## src/rtl/irq_pacer_pkg.sv

```systemverilog
`timescale 1ns/1ps
package irq_pacer_pkg;

    typedef enum logic [1:0] {
        PS_IDLE  = 2'd0,
        PS_ALIGN = 2'd1,
        PS_GAP   = 2'd2
    } pace_state_e;

endpackage

```

## src/rtl/irq_pacer_regs.sv

```systemverilog
`timescale 1ns/1ps
module irq_pacer_regs #(
    parameter int REG_W = 32,
    parameter int IVAL_W = 16
) (
    input  logic              clk,
    input  logic              rst_n,
    input  logic              wr_en,
    input  logic [IVAL_W-1:0] wr_ival,
    output logic [REG_W-1:0]  rd_word,
    output logic [IVAL_W-1:0] ival
);

    localparam int PAD_W = REG_W - IVAL_W;

    logic [IVAL_W-1:0] ival_q;

    always_ff @(posedge clk) begin
        if (!rst_n) begin
            ival_q <= '0;
        end else if (wr_en) begin
            ival_q <= wr_ival;
        end
    end

    assign ival    = ival_q;
    assign rd_word = {{PAD_W{1'b0}}, ival_q};

    assert_write_lands_R2: assert property (@(posedge clk) disable iff (!rst_n)
        wr_en |=> (rd_word[IVAL_W-1:0] == $past(wr_ival)));

endmodule

```

## src/rtl/irq_pacer_tick.sv

```systemverilog
`timescale 1ns/1ps
module irq_pacer_tick #(
    parameter int TICK_CYCLES = 32
) (
    input  logic clk,
    input  logic rst_n,
    output logic tick
);

    generate
        if (TICK_CYCLES > 1) begin : g_div
            localparam int PW = $clog2(TICK_CYCLES);
            localparam logic [PW-1:0] LAST = PW'(TICK_CYCLES - 1);
            logic [PW-1:0] div_q;

            always_ff @(posedge clk) begin
                if (!rst_n || div_q == LAST) begin
                    div_q <= '0;
                end else begin
                    div_q <= div_q + 1'b1;
                end
            end

            assign tick = (div_q == LAST);

            assert_tick_single_R5: assert property (@(posedge clk) disable iff (!rst_n)
                tick |=> !tick);
        end else begin : g_pass
            assign tick = 1'b1;
        end
    endgenerate

endmodule

```

## src/rtl/irq_pacer_fsm.sv

```systemverilog
`timescale 1ns/1ps
module irq_pacer_fsm
    import irq_pacer_pkg::*;
#(
    parameter int IVAL_W = 16
) (
    input  logic              clk,
    input  logic              rst_n,
    input  logic [IVAL_W-1:0] ival,
    input  logic              tick,
    input  logic              irq_req,
    input  logic              irq_ack,
    output logic              irq_out
);

    localparam logic [IVAL_W-1:0] ONE = IVAL_W'(1);

    pace_state_e       state_q, state_d;
    logic [IVAL_W-1:0] cnt_q;
    logic              pend_q;
    logic              irq_q;
    logic              want;
    logic              expire;
    logic              fire;
    logic              ival_zero;

    assign want      = irq_req || pend_q;
    assign ival_zero = (ival == '0);
    assign expire    = (state_q == PS_GAP) && tick && (cnt_q == ONE);
    assign fire      = want && ((state_q == PS_IDLE) || expire);

    // State register
    always_ff @(posedge clk) begin
        if (!rst_n) begin
            state_q <= PS_IDLE;
        end else begin
            state_q <= state_d;
        end
    end

    // Next-state logic
    always_comb begin
        state_d = state_q;
        unique case (state_q)
            PS_IDLE: begin
                if (fire && !ival_zero) begin
                    state_d = PS_ALIGN;
                end
            end
            PS_ALIGN: begin
                if (tick) begin
                    state_d = PS_GAP;
                end
            end
            PS_GAP: begin
                if (expire) begin
                    state_d = (fire && !ival_zero) ? PS_ALIGN : PS_IDLE;
                end
            end
            default: state_d = PS_IDLE;
        endcase
    end

    // Countdown, pending flag and output level
    always_ff @(posedge clk) begin
        if (!rst_n) begin
            cnt_q  <= '0;
            pend_q <= 1'b0;
            irq_q  <= 1'b0;
        end else begin
            if (fire) begin
                cnt_q <= ival;
            end else if (state_q == PS_GAP && tick) begin
                cnt_q <= cnt_q - ONE;
            end

            if (fire) begin
                pend_q <= 1'b0;
            end else if (state_q != PS_IDLE && irq_req) begin
                pend_q <= 1'b1;
            end

            if (fire) begin
                irq_q <= 1'b1;
            end else if (irq_ack) begin
                irq_q <= 1'b0;
            end
        end
    end

    assign irq_out = irq_q;

    assert_bypass_R3: assert property (@(posedge clk) disable iff (!rst_n)
        (state_q == PS_IDLE && ival_zero && irq_req) |=> irq_out);

    assert_idle_fire_R4: assert property (@(posedge clk) disable iff (!rst_n)
        (state_q == PS_IDLE && irq_req) |=> irq_out);

    assert_align_quiet_R5: assert property (@(posedge clk) disable iff (!rst_n)
        (state_q == PS_ALIGN) |=> !$rose(irq_out));

    assert_gap_on_tick_R5: assert property (@(posedge clk) disable iff (!rst_n)
        ($rose(irq_out) && $past(state_q) == PS_GAP) |-> $past(tick));

    assert_pend_drained_R6: assert property (@(posedge clk) disable iff (!rst_n)
        $rose(irq_out) |-> !pend_q);

    assert_cause_seen_R6: assert property (@(posedge clk) disable iff (!rst_n)
        $rose(irq_out) |-> $past(irq_req || pend_q));

    assert_level_hold_R9: assert property (@(posedge clk) disable iff (!rst_n)
        (irq_out && !irq_ack) |=> irq_out);

endmodule

```

## src/rtl/irq_pacer.sv

```systemverilog
`timescale 1ns/1ps
module irq_pacer #(
    parameter int TICK_CYCLES = 32,
    parameter int IVAL_W = 16,
    parameter int REG_W = 32
) (
    input  logic             clk,
    input  logic             rst_n,
    input  logic             reg_we,
    input  logic [REG_W-1:0] reg_wdata,
    output logic [REG_W-1:0] reg_rdata,
    input  logic             irq_req,
    input  logic             irq_ack,
    output logic             irq_out
);

    logic [IVAL_W-1:0] ival;
    logic              tick;
    logic              unused_wr_hi;

    assign unused_wr_hi = ^reg_wdata[REG_W-1:IVAL_W];

    irq_pacer_regs #(
        .REG_W (REG_W),
        .IVAL_W(IVAL_W)
    ) u_regs (
        .clk    (clk),
        .rst_n  (rst_n),
        .wr_en  (reg_we),
        .wr_ival(reg_wdata[IVAL_W-1:0]),
        .rd_word(reg_rdata),
        .ival   (ival)
    );

    irq_pacer_tick #(
        .TICK_CYCLES(TICK_CYCLES)
    ) u_tick (
        .clk  (clk),
        .rst_n(rst_n),
        .tick (tick)
    );

    irq_pacer_fsm #(
        .IVAL_W(IVAL_W)
    ) u_fsm (
        .clk    (clk),
        .rst_n  (rst_n),
        .ival   (ival),
        .tick   (tick),
        .irq_req(irq_req),
        .irq_ack(irq_ack),
        .irq_out(irq_out)
    );

endmodule

```

## config.mk

```make
export PLATFORM = sky130hd
export DESIGN_NAME = irq_pacer
export DESIGN_NICKNAME = d
export VERILOG_FILES = /design/src/rtl/irq_pacer_pkg.sv /design/src/rtl/irq_pacer_regs.sv /design/src/rtl/irq_pacer_tick.sv /design/src/rtl/irq_pacer_fsm.sv /design/src/rtl/irq_pacer.sv
export SDC_FILE = /design/constraint.sdc
export NUM_CORES = 1
export LEC_CHECK = 0
export ABC_AREA = 1
export BUFFER_PORTS_ARGS = -buffer_cell sky130_fd_sc_hd__buf_2
export CORE_ASPECT_RATIO = 0.9
export CORE_MARGIN = 8
export CORE_UTILIZATION = 40
export DETAILED_ROUTE_END_ITERATION = 8
export GPL_ROUTABILITY_DRIVEN = 1
export MAX_ROUTING_LAYER = met4
export SLEW_MARGIN = 40
export SYNTH_ARGS = -nofsm -noshare
export SYNTH_HDL_FRONTEND = slang
export SYNTH_SLANG_ARGS = --single-unit
```

## constraint.sdc

```tcl
create_clock -name clk -period 2.9 [get_ports clk]
set_input_delay 0.435 -clock clk [delete_from_list [all_inputs] [get_ports clk]]
set_output_delay 0.435 -clock clk [all_outputs]
set_load 0.05 [all_outputs]
```

==> results_dict.tcl <==
set metrics [dict create \
    drv_slew 0 \
    cts_buffer_depth 2 \
    holdPathEnd "u_regs.ival[14]$_SDFFE_PN0P_" \
    cts_max_level 2 \
    hold_start "reg_wdata[14]" \
    r2r_setup_slack_ps 670 \
    synthFlopType "dfxtp_1" \
    antenna_found_initial 0 \
    grt_pass1_vias 1900 \
    viasPerCell 4.66 \
    pwr-share-clk 0.309 \
    grt_max_degree 20 \
    wl_per_cell_um 11.9 \
    first_pass_iters 4 \
    hold_path.class "in2reg" \
    worst_path_max_delay_cell "dfxtp_1" \
    relSlewSlack 0.497 \
    grt_usage 0.136 \
    synth_most_common_cell "nor2_1" \
    synth_edf_count 0 \
    core-area_sq_um 5560 \
    finalClockSkew_ps 5.01 \
    num-fill-cells 605 \
    final_antenna_net_count 0 \
    status "complete, no violations" \
    ctsHoldBuffers 0 \
    synthCells 335 \
    drc 0 \
    reg2reg_from "u_tick.g_div.div_q[0]$_SDFF_PP0_" \
    rows 26 \
    initial_core_util 0.404 \
    root_buffer "clkbuf_8" \
    worstSetupEndpointType "flip-flop" \
    post-route-min-period_ps 2230 \
    max-vdd-ir-drop_uv 236 \
    fin_ws_ps 665 \
    area_growth_pct 12.1 \
    rsz0062_at_grt "false" \
    cp-start-kind "flip-flop" \
    io_buffers 37 \
    post_dp_cell_area_sq_um 2420 \
    synthDistinctLibCells 29 \
    worst_pin_slew_ps 754 \
    drive_gt1_frac 0.149 \
    p_int_uw 949 \
    synth.yosys.seq_area_share 0.365 \
    power.density_nw_per_um2 572 \
    overflow 0 \
    final_cells 439 \
    finalCritPeriodShare 0.771 \
    die_x_um 95.0 \
    async_reset_ff_frac 0 \
    num_io_pins 70 \
    netSwitchingFraction 0.341 \
    worstPathMaxFanout 18 \
    yosys-top-cells-count "64 x nor2_1, 61 x nand2_1, 41 x dfxtp_1, 38 x nand3_1, 31 x inv_1" \
    r2r_cells 14 \
    synth.top_cells.by_area "dfxtp_1 37%, nor2_1 11%, nand2_1 10%" \
    syn_avg_cell_area_sq_um 6.71 \
    cts_sinks 41 \
    place_inst 432 \
    wirelength_um 5210 \
    cts.clk_slew.worst_paths_ps 80 \
    syn_area_sq_um 2250 \
    yosys.area.top_type_share 0.365 \
    crit_family "simple AND/OR/NAND/NOR gates" \
    p_comb_frac 0.254 \
    vias 2044 \
    hold_viol 0 \
    nets 410 \
    crit_path_max_incr_delay_ps 360 \
    numCtsBuffers 5 \
    cap_violations 0 \
    crit_path_cell_trace "ha_1 > nand2_1 > nor2_1 > ha_1 > inv_1 > nor3_4 > buf_4 > nand3_2 > nand2_4 > nand2_4 > nand3_1 > nand3_1 > nand2_1 > inv_1" \
    whs_path_depth 3 \
    cp.buffers_inverters 3 \
    cts_resized 0 \
    reg2reg_to "u_fsm.cnt_q[11]$_SDFFE_PN0P_" \
    switchingPower_uw 492 \
    post-cts-setup-buffers 0 \
    grt_pass1_wl_um 8850 \
    gp_congestion 0.868 \
    synth_top_area_cell "dfxtp_1" \
    tns_ps 0 \
    insertion_delay_ps 290 \
    worst_ep_required_time_ps 3100 \
    dieHeight_um 87.1 \
    max_freq_mhz 448 \
    dp_slack_ps 654 \
    sequentialPowerShare 0.437 \
    tritoncts "done" \
    finalSetupViolCount 0 \
    p_leak_uw 0.00123 \
    dp_hpwl_um 3900 \
    diodes 0 \
    yosysWarnings 0 \
    cp.arrival_ps 2430 \
    final_area_sq_um 2520 \
    path_class "reg2reg" \
    die_area_sq_um 8280 \
    drt_iter0_drc 123 \
    ys_seq_elements 41 \
]
-- per-stage QoR --
step	util	hold slack, ps	power [uW]
after global placement	0.434	434	1000
after floorplan	-	418	952
final	0.453	368	1440
after detailed placement	0.434	444	1010
after CTS	0.453	359	1460
after global routing	0.453	376	1520
-- worst max path at each step --
stage,startpoint,to,slack [ps],depth (start not counted)
after CTS,u_tick.g_div.div_q[0]$_SDFF_PP0_,u_fsm.cnt_q[11]$_SDFFE_PN0P_,640,14
final,u_tick.g_div.div_q[0]$_SDFF_PP0_,u_fsm.cnt_q[11]$_SDFFE_PN0P_,670,14
after global routing,u_tick.g_div.div_q[0]$_SDFF_PP0_,u_fsm.cnt_q[11]$_SDFFE_PN0P_,420,14
after detailed placement,u_tick.g_div.div_q[0]$_SDFF_PP0_,u_fsm.cnt_q[11]$_SDFFE_PN0P_,650,14
after floorplan,u_tick.g_div.div_q[0]$_SDFF_PP0_,u_fsm.cnt_q[8]$_SDFFE_PN0P_,1010,12
after global placement,u_tick.g_div.div_q[0]$_SDFF_PP0_,u_fsm.cnt_q[11]$_SDFFE_PN0P_,670,14
-- layer usage --
layer,wire length [um],track usage,vias up
met1,2770,0.186,886
met5,0,-,-
met4,56,0.0453,0
met3,223,0.0241,4
met2,2160,0.195,55
li1,-,-,1099
-- final cells by class --
cell class | count | area [sq um] | share of cell area
Multi-Input combinational cell | 247 | 1180 | 0.468
Tap cell | 70 | 87.6 | 0.0348
Timing Repair Buffer | 38 | 193 | 0.0765
Clock buffer | 5 | 68.8 | 0.0273
Inverter | 36 | 135 | 0.0536
Clock inverter | 2 | 35.0 | 0.0139
Sequential cell | 41 | 821 | 0.326
-- state kept, by name, summed over array words and instances (netlist names) --
signal              count
u_tick.g_div.div_q      5
u_fsm.state_q           2
u_fsm.cnt_q            16
u_fsm.irq_out           1
u_regs.ival            16
u_fsm.pend_q            1
-- power by group through the flow --
| stage | Combinational (uW) | Sequential (uW) | Clock, uW |
|---|---|---|---|
| 6_report | 366 | 630 | 445 |
| 5_1_grt | 406 | 636 | 480 |
| 4_1_cts | 367 | 630 | 459 |
| 3_5_place_dp | 366 | 643 | 0 |
| 3_3_place_gp | 363 | 642 | 0 |
| 2_1_floorplan | 260 | 693 | 0 |
-- worst register-to-register path, stage by stage, from the launching register on --
cell and delay, ps:
dfxtp_1 360, ha_1 170, nand2_1 60, nor2_1 100, ha_1 170, inv_1 90, nor3_4 140, buf_4 250
nand3_2 140, nand2_4 190, nand2_4 180, nand3_1 130, nand3_1 70, nand2_1 60, inv_1 40
-- cells in the final DEF, fill, tap and decap left out --
cell type	count
nor3b_1	1
clkinv_2	1
nor4_1	4
buf_2	37
nor3_1	2
conb_1	16
a21oi_1	19
nor2_1	64
ha_1	4
or2_2	1
nand3_1	38
inv_2	4
a21oi_2	1
nand2_1	61
nand4_1	2
nand3_2	1
clkinv_1	1
nand3b_1	1
buf_4	1
inv_1	31
dfxtp_1	41
nor3_4	1
bufinv_16	1
o21ai_0	17
nand2_4	2
xor2_1	8
clkbuf_8	5
o21bai_1	1
xnor2_1	3
-- cell families (layout without fill, tap and decap cells) --
family                   count (synthesis)  after routing  share of synthesized area
AO/OA/AOI/OAI                           38             38                     0.0874
AND/OR/NAND/NOR                        178            178                      0.346
other                                    1             16                    0.00167
buffers and inverters                   62             81                      0.135
XOR/XNOR                                11             11                     0.0429
flip-flops                              41             41                      0.365
adder cells (fa/ha/maj)                  4              4                     0.0223
No activity file was read; power rests on OpenSTA's default activity.
